`src/rtl/tmr_irq_pkg.sv`:
```
package tmr_irq_pkg;

    localparam int DW     = 8;
    localparam int NSRC   = 2;
    localparam int SEL_W  = 2;
    localparam int LOW_W  = DW - NSRC;
    localparam int PSR_BIT = 1;

    // source index 0 = compare match, 1 = overflow
    localparam int SRC_MATCH = 0;
    localparam int SRC_OVF   = 1;

    typedef enum logic [SEL_W-1:0] {
        SEL_MASK = 2'd0,
        SEL_FLAG = 2'd1,
        SEL_CTRL = 2'd2,
        SEL_NONE = 2'd3
    } reg_sel_e;

    typedef struct packed {
        logic mask;
        logic flag;
        logic ctrl;
    } wr_dec_t;

    // status / mask bit position of a source
    function automatic int src_bit(input int src);
        return DW - 1 - src;
    endfunction

    function automatic wr_dec_t decode_wr(input logic en, input logic [SEL_W-1:0] sel);
        wr_dec_t d;
        d.mask = en && (reg_sel_e'(sel) == SEL_MASK);
        d.flag = en && (reg_sel_e'(sel) == SEL_FLAG);
        d.ctrl = en && (reg_sel_e'(sel) == SEL_CTRL);
        return d;
    endfunction

endpackage

```
`src/rtl/tmr_irq_flags.sv`:
```
module tmr_irq_flags #(
    parameter int DW   = tmr_irq_pkg::DW,
    parameter int NSRC = tmr_irq_pkg::NSRC,
    localparam int LOW_W = DW - NSRC
) (
    input  logic             clk,
    input  logic             rst,
    input  logic [NSRC-1:0]  set_i,
    input  logic [NSRC-1:0]  clr_i,
    input  logic             wr_low,
    input  logic [LOW_W-1:0] low_data,
    output logic [NSRC-1:0]  flag_o,
    output logic [LOW_W-1:0] low_o
);

    for (genvar s = 0; s < NSRC; s++) begin : g_src
        logic q;
        always_ff @(posedge clk) begin
            if (rst)
                q <= 1'b0;
            else
                q <= set_i[s] | (q & ~clr_i[s]);   // set has priority
        end
        assign flag_o[s] = q;
    end

    logic [LOW_W-1:0] low_q;
    always_ff @(posedge clk) begin
        if (rst)
            low_q <= '0;
        else if (wr_low)
            low_q <= low_data;
    end
    assign low_o = low_q;

endmodule

```
`src/rtl/tmr_irq_mask.sv`:
```
module tmr_irq_mask #(
    parameter int DW   = tmr_irq_pkg::DW,
    parameter int NSRC = tmr_irq_pkg::NSRC
) (
    input  logic            clk,
    input  logic            rst,
    input  logic            wr,
    input  logic [DW-1:0]   wr_data,
    input  logic            gie,
    input  logic [NSRC-1:0] flag_i,
    output logic [DW-1:0]   mask_o,
    output logic [NSRC-1:0] irq_o
);

    logic [DW-1:0] mask_q;
    always_ff @(posedge clk) begin
        if (rst)
            mask_q <= '0;
        else if (wr)
            mask_q <= wr_data;
    end
    assign mask_o = mask_q;

    for (genvar s = 0; s < NSRC; s++) begin : g_irq
        assign irq_o[s] = gie & mask_q[DW-1-s] & flag_i[s];
    end

endmodule

```
`src/rtl/tmr_irq_psr.sv`:
```
module tmr_irq_psr (
    input  logic clk,
    input  logic rst,
    input  logic wr_one,
    input  logic async_mode,
    input  logic done,
    output logic pulse_o,
    output logic pend_o,
    output logic rd_bit
);

    logic pulse_q;
    logic pend_q;

    always_ff @(posedge clk) begin
        if (rst) begin
            pulse_q <= 1'b0;
            pend_q  <= 1'b0;
        end else begin
            pulse_q <= wr_one;
            if (async_mode)
                pend_q <= wr_one | (pend_q & ~done);
            else
                pend_q <= 1'b0;
        end
    end

    assign pulse_o = pulse_q;
    assign pend_o  = pend_q;
    assign rd_bit  = async_mode & pend_q;

endmodule

```
`src/rtl/tmr_irq_ctrl.sv`:
```
module tmr_irq_ctrl
    import tmr_irq_pkg::*;
(
    input  logic             clk,
    input  logic             rst,
    input  logic             wr_en,
    input  logic [SEL_W-1:0] wr_sel,
    input  logic [DW-1:0]    wr_data,
    input  logic [SEL_W-1:0] rd_sel,
    output logic [DW-1:0]    rd_data,
    input  logic             gie,
    input  logic             pwm_mode,
    input  logic             ev_match,
    input  logic             ev_wrap,
    input  logic             ev_bottom,
    input  logic             ack_match,
    input  logic             ack_ovf,
    input  logic             async_mode,
    input  logic             psr_done,
    output logic             irq_match,
    output logic             irq_ovf,
    output logic             psr_pulse
);

    wr_dec_t          wdec;
    logic [NSRC-1:0]  set_v;
    logic [NSRC-1:0]  clr_v;
    logic [NSRC-1:0]  ack_v;
    logic [NSRC-1:0]  flag_vec;
    logic [NSRC-1:0]  irq_v;
    logic [LOW_W-1:0] low_q;
    logic [DW-1:0]    mask_q;
    logic             psr_pend;
    logic             psr_rd;

    assign wdec = decode_wr(wr_en, wr_sel);

    assign set_v[SRC_MATCH] = ev_match;
    assign set_v[SRC_OVF]   = pwm_mode ? ev_bottom : ev_wrap;
    assign ack_v[SRC_MATCH] = ack_match;
    assign ack_v[SRC_OVF]   = ack_ovf;

    for (genvar s = 0; s < NSRC; s++) begin : g_clr
        assign clr_v[s] = (wdec.flag & wr_data[DW-1-s]) | ack_v[s];
    end

    tmr_irq_flags #(.DW(DW), .NSRC(NSRC)) u_flags (
        .clk      (clk),
        .rst      (rst),
        .set_i    (set_v),
        .clr_i    (clr_v),
        .wr_low   (wdec.flag),
        .low_data (wr_data[LOW_W-1:0]),
        .flag_o   (flag_vec),
        .low_o    (low_q)
    );

    tmr_irq_mask #(.DW(DW), .NSRC(NSRC)) u_mask (
        .clk     (clk),
        .rst     (rst),
        .wr      (wdec.mask),
        .wr_data (wr_data),
        .gie     (gie),
        .flag_i  (flag_vec),
        .mask_o  (mask_q),
        .irq_o   (irq_v)
    );

    tmr_irq_psr u_psr (
        .clk        (clk),
        .rst        (rst),
        .wr_one     (wdec.ctrl & wr_data[PSR_BIT]),
        .async_mode (async_mode),
        .done       (psr_done),
        .pulse_o    (psr_pulse),
        .pend_o     (psr_pend),
        .rd_bit     (psr_rd)
    );

    assign irq_match = irq_v[SRC_MATCH];
    assign irq_ovf   = irq_v[SRC_OVF];

    logic [DW-1:0] flag_word;
    always_comb begin
        flag_word = {{NSRC{1'b0}}, low_q};
        for (int s = 0; s < NSRC; s++)
            flag_word[DW-1-s] = flag_vec[s];
    end

    always_comb begin
        rd_data = '0;
        unique case (reg_sel_e'(rd_sel))
            SEL_MASK: rd_data = mask_q;
            SEL_FLAG: rd_data = flag_word;
            SEL_CTRL: rd_data[PSR_BIT] = psr_rd;
            SEL_NONE: rd_data = '0;
            default:  rd_data = '0;
        endcase
    end

endmodule

```
`config.mk`:
```
export PLATFORM = sky130hd
export DESIGN_NAME = tmr_irq_ctrl
export DESIGN_NICKNAME = d
export VERILOG_FILES = /design/src/rtl/tmr_irq_pkg.sv /design/src/rtl/tmr_irq_flags.sv /design/src/rtl/tmr_irq_mask.sv /design/src/rtl/tmr_irq_psr.sv /design/src/rtl/tmr_irq_ctrl.sv
export SDC_FILE = /design/constraint.sdc
export NUM_CORES = 1
export LEC_CHECK = 0
export ABC_CLOCK_PERIOD_IN_PS = 900
export BUFFER_PORTS_ARGS = -buffer_cell sky130_fd_sc_hd__buf_2
export CELL_PAD_IN_SITES_DETAIL_PLACEMENT = 1
export CELL_PAD_IN_SITES_GLOBAL_PLACEMENT = 1
export CORE_AREA = 2 2 58 60
export CTS_CLUSTER_DIAMETER = 40
export DETAILED_ROUTE_END_ITERATION = 8
export DIE_AREA = 0 0 60 62
export PLACE_DENSITY = 0.82
export SKIP_CTS_REPAIR_TIMING = 1
export SYNTH_ARGS = -nofsm -noshare
export SYNTH_HDL_FRONTEND = slang
export SYNTH_SLANG_ARGS = --single-unit
```
`constraint.sdc`:
```
create_clock -name clk -period 0.9 [get_ports clk]
set_input_delay 0.045 -clock clk [delete_from_list [all_inputs] [get_ports clk]]
set_output_delay 0.045 -clock clk [all_outputs]
set_load 0.01 [all_outputs]
```
Word level (Yosys, flattened, before mapping). Index checks and enable logic that the tools add are counted.

Eq/ne operators: 5. Mux-type cells: 4. Bitwise gates (word level): 20. Reductions and logical operators: 6.

Operator list (count): 6-bit case mux with 2 select lines (1); 1-bit bitwise AND (11); 2-bit equality test, second input constant (3); 1-bit bitwise OR (5); 2-bit by 1-bit equality test with 1-bit output, second input constant (2); 2-bit logical NOT (2); 1-bit inverter (4); 1-bit case mux with 4 select lines (1); 1-bit logical AND (3); 1-bit case mux with 2 select lines (1); 2-bit OR reduction (1); 1-bit 2-to-1 mux (1).

Flip-flop bits (word level): 18. Bits of input ports: 24. Output and inout bits: 11. Logic and storage cells: 41.

Longest topological paths before layout.
Depth after elaboration: 7. Depth in mapped cells: 3. Gate-level depth less buffers: 2.

Hierarchy. From an unflattened synthesis, not the netlist that was laid out.

Cell total of the unflattened synthesis: 90. Area total of the unflattened synthesis: 863.3 um^2.

Modules (own cells, without submodules): tmr_irq_flags (instances 1, cells an instance 30, area each 304.0 um^2, seq. area each 160.2 um^2); tmr_irq_mask (instances 1, cells an instance 28, area each 297.8 um^2, seq. area each 160.2 um^2); tmr_irq_ctrl (instances 1, cells an instance 25, area each 187.7 um^2, seq. area each 0.0 um^2); tmr_irq_psr (instances 1, cells an instance 7, area each 73.8 um^2, seq. area each 40.0 um^2).

Least setup slack after synthesis. OpenSTA, ideal clock, no wires.

Path type: register to register. From: reg u_psr.pend_q, in the netlist u_psr.pend_o. To: reg u_psr.pend_q, in the netlist u_psr.pend_o. Setup time: 101 ps. Arrival: 813 ps. Required time: 799 ps. Path slack: -14 ps. Stages on the path, launching flop included: 3. Path buffers: 0. Clock period less this slack: 914 ps. Cells stage by stage: dfxtp_1 -> or4bb_1 -> o41ai_1.

Cells in the longest elaborated chain, start to end: 2.

Ends and longest elaborated chain: from (decl) (RTL line tmr_irq_psr.sv:13) `logic pend_q;`; from (signal assigned) (RTL line tmr_irq_psr.sv:22) `pend_q <= wr_one | (pend_q & ~done);`; 1-bit bitwise AND (RTL line tmr_irq_psr.sv:22); 1-bit bitwise OR (RTL line tmr_irq_psr.sv:22).

No other way between the ends. A chain may end at the register's enable or synchronous reset.

Worst setup path after layout.
From: reg u_flags.low_q[1], in the netlist u_flags.low_o[1]. To: out rd_data[1].

Cells in the longest elaborated chain, start to end: 1.

Ends and longest elaborated chain: from (decl) (RTL line tmr_irq_flags.sv:27) `logic [LOW_W-1:0] low_q;`; from (signal assigned) (RTL line tmr_irq_flags.sv:32) `low_q <= low_data;`; 1-bit case mux with 4 select lines (RTL line tmr_irq_ctrl.sv:92) `unique case (reg_sel_e'(rd_sel))`; to (decl) (RTL line tmr_irq_ctrl.sv:10) `output logic [DW-1:0] rd_data,`.

No other way between the ends.

==> impl_metrics.json <==
{
  "synth-xor-area-share": 0,
  "cts_max_path_buffers": 2,
  "synthesis.nets": 121,
  "yosys-mux-area-fraction": 0.243,
  "slew_violations": 0,
  "finClkSkew_ns": 0,
  "critPathLaunchType": "flop",
  "clock_latency_ns": 0.28,
  "worst_pin_slew_ns": 0.485,
  "p_per_area_nw_per_um2": 1200,
  "status": "finished with violations",
  "synth_compound_area_frac": 0.0369,
  "fin_nets": 160,
  "die_w_um": 60,
  "grt_pass1_wl_um": 3640,
  "relSlewSlack": 0.675,
  "hold_viol_final": 1,
  "synthAdderAreaFrac": 0,
  "post-place-ws_ns": -0.0661,
  "drt-pass1-iter-count": 4,
  "layoutNonFillerInstCount": 180,
  "cts_buffers": 3,
  "initial_core_util": 0.298,
  "core_sq_um": 3180,
  "num_rows": 21,
  "synth.top_cell.area_share": 0.380,
  "rsz0062_at_grt": "true",
  "dieArea_sq_um": 3720,
  "yosysUniqueCellTypes": 25,
  "ir_worst_vdd_mv": 0.477,
  "p_leak_nw": 0.594,
  "netlist_top_cells_area": "dfxtp_1 (38%), mux2i_1 (24%), nand2b_1 (15%), nor2_1 (2.8%), or3b_1 (1.8%)",
  "drtIter0Drc": 8,
  "drive_gt1_frac": 0.478,
  "die_h_um": 62,
  "vias_per_cell": 4.54,
  "hold_ws_ns": -0.00141,
  "critPathKind": "reg -> out",
  "cts.sink_count": 18,
  "crit_path_end_kind": "output port",
  "synth_area_per_cell_sq_um": 9.78,
  "fin_crit_ns": 1.01,
  "synth_seq_cells": 18,
  "layout_commonest_cell": "buf_2",
  "dp_cells": 175,
  "mostFrequentLayoutCells": "buf_2 (33), mux2i_1 (23), nand2b_1 (23)",
  "synthCells": 97,
  "wirelength_um": 2400,
  "cts.clk_slew.worst_paths_ns": 0.10,
  "pin_count": 35,
  "final_util": 0.393,
  "regArea_sq_um": 380,
  "grt_pass1_vias": 792,
  "cts_tree": "built",
  "power_mw": 1.50,
  "grt_max_degree": 18,
  "htree_levels": 1,
  "ys_seq_area_frac": 0.380,
  "synth.cell_area_sq_um": 948,
  "vias": 817,
  "routabilityCongestion": 0.715,
  "yosysTopAreaCell": "dfxtp_1",
  "multiInputGateArea_sq_um": 561,
  "cts-root-buf": "clkbuf_4",
  "path_max_fanout": 2,
  "route.detailed.wl_per_inst_um": 13.4,
  "synthSimpleGateAreaFrac": 0.298,
  "hold_path.class": "in -> reg",
  "worstPathRequired_ns": 0.85,
  "port_buffers": 34,
  "diodes": 0,
  "track_usage": 0.134,
  "synth_top_family_by_area": "simple AND/OR/NAND/NOR gates",
  "grt_overflow": 0,
  "finalCritPeriodShare": 1.13,
  "worstPathArrival_ns": 0.97,
  "antenna_left": 0,
  "max_freq_ghz": 0.987,
  "area_growth_pct": 31.8,
  "fillerInstances": 390,
  "place_hpwl_um": 1850,
  "finalSetupViolCount": 10,
  "drc": 0,
  "finalWorstSetupSlack_ns": -0.113,
  "violations": "negative hold slack, negative setup slack",
  "yosysWarnings": 0,
  "max_cap_violations": 0,
  "antenna_found_initial": 0
}
-- cell type report --
| cell class | instances | share of cell area |
|---|---|---|
| multi-input cells | 71 | 0.448 |
| flip-flops and latches | 18 | 0.304 |
| repair buffers | 40 | 0.177 |
| well taps | 46 | 0.0460 |
| clock buffers | 3 | 0.0180 |
| inverters | 2 | 0.00601 |
-- through the flow --
stage,instance area [sq um],TNS (ns)
3_5_place_dp,1170,-0.287
4_1_cts,1200,-1.18
6_report,1250,-0.836
2_1_floorplan,948,0
5_1_grt,1250,-1.46
3_3_place_gp,1170,-0.0773
-- power by group --
group	internal, mW	switching, mW	leakage [nW]
Combinational	0.133	0.120	0.427
Clock	0.156	0.240	0.0138
Sequential	0.832	0.0178	0.154
-- cells by family (layout without fill, tap and decap cells) --
group | after synthesis | count (layout)
mux | 23 | 23
buf+inv | 8 | 45
simple gates | 44 | 44
compound gates | 4 | 4
flops | 18 | 18
-- cell usage after synthesis, drive strengths merged --
cell type and n:
a221oi 1, or2b 1, mux2i 23, o41ai 1, o22ai 1, and3 2
and3b 1, nor2b 1, and4b 1, buf 4, dfxtp 18, or3b 2
o21ai 1, nor3b 1, nor3 1, clkbuf 2, nand4b 1, nor2 7
nand2 1, inv 2, or4bb 1, nand3b 1, nand2b 23
-- layer usage --
layer / vias to the layer above / GRT usage / share of wire
met5: - / 0 / 0
met4: 0 / 0.0667 / 0.018
met3: 4 / 0.0145 / 0.048
met2: 24 / 0.224 / 0.49
met1: 379 / 0.173 / 0.44
li1: 410 / - / -
-- worst paths after layout --
| kind | from | endpoint | slack, ns | cells past startpoint |
|---|---|---|---|---|
| max | u_flags.low_o[1] | rd_data[1] | -0.11 | 3 |
| min | ev_match | u_flags.g_src[0].q | -0.001 | 3 |
| max reg2reg | u_psr.pend_o | u_psr.pend_o | 0.01 | 2 |
| min reg2reg | u_flags.low_o[4] | u_flags.low_o[4] | 0.48 | 2 |
-- critical path, cell delays in order, from the launching register on --
cell     delay (ns)
dfxtp_2        0.33
mux2i_1        0.13
o21ai_1        0.07
buf_2          0.14
-- sequential cells by signal (all words and copies together), names as in the netlist --
register         count
u_flags.g_src.q      2
u_flags.low_o        6
u_mask.mask_o        8
u_psr.pend_o         1
u_psr.pulse_o        1
(Power assumes the default switching activity.)
